$ cat src/rtl/wfx_pkg.sv
package wfx_pkg;
  // Operating mode; the two standby codes also record the entry type.
  typedef enum logic [1:0] {
    MODE_RUN  = 2'd0,
    MODE_WFI  = 2'd1,
    MODE_WFE  = 2'd2
  } wfx_mode_e;
endpackage

$ cat src/rtl/wfx_wake_detect.sv
module wfx_wake_detect
  import wfx_pkg::*;
#(
  parameter int IRQ_W = 4
) (
  input  wfx_mode_e        mode,
  input  logic [IRQ_W-1:0] irq,
  input  logic             dbg_req,
  input  logic             evt_in,
  output logic             hard_wake,
  output logic             wake
);
  logic irq_any;

  generate
    if (IRQ_W == 1) begin : g_single
      assign irq_any = irq[0];
    end else begin : g_multi
      assign irq_any = |irq;
    end
  endgenerate

  // Interrupts and debug wake from any standby kind.
  assign hard_wake = irq_any | dbg_req;

  always_comb begin
    unique case (mode)
      MODE_WFI: wake = hard_wake;
      MODE_WFE: wake = hard_wake | evt_in;
      default:  wake = 1'b0;
    endcase
  end
endmodule

$ cat src/rtl/wfx_event_latch.sv
module wfx_event_latch
  import wfx_pkg::*;
(
  input  logic      clk,
  input  logic      rst_n,
  input  wfx_mode_e mode,
  input  logic      evt_in,
  input  logic      wfe_take,
  output logic      evt_pend
);
  logic set_c;

  // Events are remembered while running or in WFI standby;
  // in WFE standby the event is the wake source and is consumed.
  assign set_c = evt_in & (mode != MODE_WFE);

  always_ff @(posedge clk or negedge rst_n) begin
    if (!rst_n)        evt_pend <= 1'b0;
    else if (wfe_take) evt_pend <= 1'b0;
    else if (set_c)    evt_pend <= 1'b1;
  end
endmodule

$ cat src/rtl/wfx_mode_fsm.sv
module wfx_mode_fsm
  import wfx_pkg::*;
(
  input  logic      clk,
  input  logic      rst_n,
  input  logic      wfi_req,
  input  logic      wfe_req,
  input  logic      hard_wake,
  input  logic      wake,
  input  logic      evt_in,
  input  logic      evt_pend,
  output wfx_mode_e mode,
  output logic      wfe_take
);
  wfx_mode_e mode_nx;
  logic      running;

  assign running  = (mode == MODE_RUN);
  // A WFE executed while running is always taken (and clears the latch).
  assign wfe_take = running & wfe_req & ~wfi_req;

  always_comb begin
    mode_nx = mode;
    if (running) begin
      if (wfi_req) begin
        if (!hard_wake) mode_nx = MODE_WFI;
      end else if (wfe_req) begin
        if (!hard_wake && !evt_pend && !evt_in) mode_nx = MODE_WFE;
      end
    end else if (wake) begin
      mode_nx = MODE_RUN;
    end
  end

  always_ff @(posedge clk or negedge rst_n) begin
    if (!rst_n) mode <= MODE_RUN;
    else        mode <= mode_nx;
  end
endmodule

$ cat src/rtl/wfx_standby_ctrl.sv
module wfx_standby_ctrl
  import wfx_pkg::*;
#(
  parameter int IRQ_W = 4
) (
  input  logic             clk,
  input  logic             rst_n,
  input  logic             wfi_req,
  input  logic             wfe_req,
  input  logic [IRQ_W-1:0] irq,
  input  logic             dbg_req,
  input  logic             evt_in,
  output logic             core_clk_en,
  output logic             standby
);
  wfx_mode_e mode;
  logic      hard_wake;
  logic      wake;
  logic      evt_pend;
  logic      wfe_take;

  wfx_wake_detect #(.IRQ_W(IRQ_W)) u_wake (
    .mode      (mode),
    .irq       (irq),
    .dbg_req   (dbg_req),
    .evt_in    (evt_in),
    .hard_wake (hard_wake),
    .wake      (wake)
  );

  wfx_mode_fsm u_fsm (
    .clk       (clk),
    .rst_n     (rst_n),
    .wfi_req   (wfi_req),
    .wfe_req   (wfe_req),
    .hard_wake (hard_wake),
    .wake      (wake),
    .evt_in    (evt_in),
    .evt_pend  (evt_pend),
    .mode      (mode),
    .wfe_take  (wfe_take)
  );

  wfx_event_latch u_evt (
    .clk      (clk),
    .rst_n    (rst_n),
    .mode     (mode),
    .evt_in   (evt_in),
    .wfe_take (wfe_take),
    .evt_pend (evt_pend)
  );

  assign standby     = (mode != MODE_RUN);
  assign core_clk_en = ~standby | wake;

  AST_SLEEP_CLK_OFF: assert property (@(posedge clk) disable iff (!rst_n)
    standby && !hard_wake && !(evt_in && mode == MODE_WFE) |-> !core_clk_en);
  AST_HARD_WAKE: assert property (@(posedge clk) disable iff (!rst_n)
    standby && hard_wake |-> core_clk_en);
  AST_WFE_EVT_WAKE: assert property (@(posedge clk) disable iff (!rst_n)
    mode == MODE_WFE && evt_in |=> !standby && !evt_pend);
  AST_WFI_EVT_HOLD: assert property (@(posedge clk) disable iff (!rst_n)
    mode == MODE_WFI && evt_in && !hard_wake |=> standby && evt_pend);
  AST_PEND_SKIP: assert property (@(posedge clk) disable iff (!rst_n)
    !standby && wfe_req && !wfi_req && evt_pend |=> !standby && !evt_pend);
  AST_FLAG_CLEAR: assert property (@(posedge clk) disable iff (!rst_n)
    standby && core_clk_en |=> !standby);
  AST_BLOCKED_ENTRY: assert property (@(posedge clk) disable iff (!rst_n)
    !standby && (wfi_req || wfe_req) && hard_wake |=> !standby);
  AST_WFI_FIRST: assert property (@(posedge clk) disable iff (!rst_n)
    !standby && wfi_req && wfe_req && !hard_wake |=> mode == MODE_WFI);
endmodule

$ cat config.mk
export PLATFORM = sky130hd
export DESIGN_NAME = wfx_standby_ctrl
export DESIGN_NICKNAME = d
export VERILOG_FILES = /design/src/rtl/wfx_pkg.sv /design/src/rtl/wfx_wake_detect.sv /design/src/rtl/wfx_event_latch.sv /design/src/rtl/wfx_mode_fsm.sv /design/src/rtl/wfx_standby_ctrl.sv
export SDC_FILE = /design/constraint.sdc
export NUM_CORES = 1
export LEC_CHECK = 0
export BUFFER_PORTS_ARGS = -buffer_cell sky130_fd_sc_hd__buf_2
export CORE_AREA = 5 5 42 44
export DETAILED_ROUTE_END_ITERATION = 10
export DIE_AREA = 0 0 47 49
export PLACE_DENSITY = 0.4
export SETUP_SLACK_MARGIN = 0.4
export SLEW_MARGIN = 20
export SYNTH_ARGS = -nofsm -noshare
export SYNTH_HDL_FRONTEND = slang
export SYNTH_SLANG_ARGS = --single-unit
$ cat constraint.sdc
create_clock -name clk -period 1.85 [get_ports clk]
set_clock_uncertainty 0.15 [all_clocks]
set_input_delay 0.2775 -clock clk [delete_from_list [all_inputs] [get_ports clk]]
set_output_delay 0.2775 -clock clk [all_outputs]
set_load 0.1 [all_outputs]
==> run summary <==
Status = finished clean
Post-synth top area cell = dfrtp_1
Initial antenna violation count = 0
CTS max path bufs = 2
Max incr delay on CP = 410 ps
Worst-Margin Slew = 236.5 ps
GRT Util Overall = 6.629%
Lkg Pwr = 0.2191 nW
Worst EP required = 1420 ps
Max Cap Viol = 0
Grt total ovfl = 0
Diode count = 0
Clock share of power = 13.6%
Top post-synthesis cells by area = dfrtp_1 28%, ha_1 14%, inv_1 5.6%, nand2_1 5.6%, nor4_2 4.7%
Netlist Area Pre-Place = 266.5 um^2
Worst-path clk slew = 40 ps
Dpl hpwl = 575.9 um
Mean Syn Cell Area = 8.328 um^2
Core region area = 0.001401 mm^2
Synthesis Warnings = 0
Global-route wire length before repair = 1.131 mm
CP cell instances = inv_4 -> ha_4 -> nor2_4 -> o21ai_2 -> a21o_4 -> buf_12
Fill count = 164
Yosys top cell area share = 28.17%
Seq cells post-synth = 3
Via count = 298
Peak Freq = 552.7 MHz
Clk root buf = clkbuf_4
Slew headroom = 84.11%
Vias in the first global route = 309
Die height = 49 um
Num CTS Buffers = 3
Max Slew Vio Count = 0
WP data arrival = 1380 ps
Kind of end point of the critical path = output pin
Number of distinct library cells after synthesis = 21
Comb pwr share = 72.4%
P_int = 422.9 uW
Layout Cells excl Fill = 68
Post-Syn Instances = 32
Register area = 76.32 um^2
Period utilization = 97.81%
Final setup vio count = 0
Minimum clock period = 1809 ps
Initial Utilization = 19.02%
Share of layout cells above drive strength 1 = 69.23%
Die area = 0.002303 mm^2
Syn_nets = 45
I/O Pins = 12
Worst setup path class = reg -> out
HP Class = in -> reg
Post-route ant nets = 0
Multi-input logic area = 251.5 um^2
DR pass1 iterations = 3
Final Core Density = 37.14%
Sequential fraction of the synthesis area = 28.17%
GP Congestion = 0.7308
Sequential share of power = 14.0%
Largest net degree at the start of global routing = 7
Clock latency on the worst-skew pair = 230 ps
Final hold vios = 0
Net switching power = 391.2 uW
Final wirelength = 752 um
Routed wire per std cell = 11.06 um
CP startpoint kind = flip-flop
PD cells = 1564 mW/mm^2
Layout area overhead = 95.30%
DRC Markers = 0
Width of the die = 47 um
Slowest cell on crit path = dfrtp_2
Critical path fanouts, max = 4
Drt initial violations = 3
H-tree Lvls = 1
# port buffers = 11
NumNets Final = 66
Core Rows = 14
Dpl cells = 60
Vias per cell = 4.382
Switching Share = 48.05%
Worst VDD drop = 0.0008741 V
RSZ-0062 raised after global routing = true
CTS Sinks = 3
CTS tree = done
[area by class of cell]
cell class	count	share of cell area, %
tap	16	3.846
timing repair buffer	16	24.04
sequential	3	14.66
multi-input combinational	25	48.32
inverter	4	4.087
clock buffer	4	5.048
[per-stage QoR]
stage	hold WS, ps	setup TNS, ps	setup slack [ps]	power, mW	area, um^2
3_5_place_dp	-76.38	0	9.283	0.5908	409.1
5_1_grt	175.6	-11.31	-11.31	0.8572	520.5
6_report	173.9	0	40.54	0.8141	520.5
2_1_floorplan	-168.1	0	324.5	0.4777	311.5
4_1_cts	168.2	0	7.256	0.7767	478.0
3_3_place_gp	-75.94	0	45.20	0.5937	409.1
[routing by layer]
metal,track usage (%),up-vias,routed length [um]
met2,10.86,8,413
li1,-,152,-
met4,4.147,0,0
met3,1.476,0,52
met1,7.285,138,285
met5,0,-,0
[path summary, 6_finish.rpt]
check	start	end	slack, ps	depth (start not counted)
setup / recovery	u_fsm.mode[0]	core_clk_en	40	6
hold / removal	wfi_req	u_evt.evt_pend	170	2
setup reg to reg	u_fsm.mode[1]	u_fsm.mode[0]	240	6
hold reg to reg	u_evt.evt_pend	u_evt.evt_pend	370	1
max in group asynchronous	rst_n	u_fsm.mode[0]	1210	2
min in group asynchronous	rst_n	u_evt.evt_pend	220	2
[power by group through the flow]
stage | clock network, mW | registers (mW) | logic, mW
2_1_floorplan | 0 | 0.0985 | 0.379
3_3_place_gp | 0 | 0.103 | 0.491
3_5_place_dp | 0 | 0.104 | 0.487
4_1_cts | 0.118 | 0.103 | 0.555
5_1_grt | 0.124 | 0.117 | 0.616
6_report | 0.111 | 0.114 | 0.589
[flip-flops by register name (all words and copies together) (netlist names)]
name	cells
u_fsm.mode	2
u_evt.evt_pend	1
[cells in the final DEF (no fill, tap or decap), drive strengths merged]
cell type	count
a21o	1
a21oi	1
a22oi	1
a31oi	1
and2	1
and2b	1
buf	15
clkbuf	4
clkinvlp	1
dfrtp	3
dlygate4sd3	1
ha	3
inv	3
nand2	5
nand3	2
nor2	1
nor2b	1
nor4	1
o21ai	2
o22a	1
o22ai	1
or2	1
or3	1
[synthesized netlist by cell type]
cell	n
a21o_1	1
dfrtp_1	3
inv_1	4
nand2_2	1
nor4_2	1
o22ai_1	1
and2_4	1
o21ai_2	1
nor2b_1	1
a31oi_1	1
or3_1	1
ha_1	3
o22a_2	1
nand2_1	4
and2b_1	1
o21ai_1	1
nor2_1	1
nand3_1	2
or2_2	1
a21oi_1	1
a22oi_1	1
[logic make-up after synthesis]
| group | after synthesis | synth area share, % |
|---|---|---|
| AO/OA/AOI/OAI | 8 | 21.13 |
| buffers and inverters | 4 | 5.632 |
| adder cells (fa/ha/maj) | 3 | 14.09 |
| AND/OR/NAND/NOR | 14 | 30.99 |
| flip-flops | 3 | 28.17 |
[critical path: cells and delay by family, from the launching register on]
kind,cells,cell delay (ps)
AO/OA/AOI/OAI,2,250
adder cells (fa/ha/maj),1,170
buffers and inverters,2,220
flip-flops,1,410
AND/OR/NAND/NOR,1,100
[timing repair]
item                       4_1_cts  5_1_grt
hold endpoints to repair         3        0
pin swaps                        2        4
hold buffers                     1        0
buffers inserted                 1        2
setup endpoints to repair        4        4
resized for setup                7        6
No activity file was read; power rests on OpenSTA's default activity.
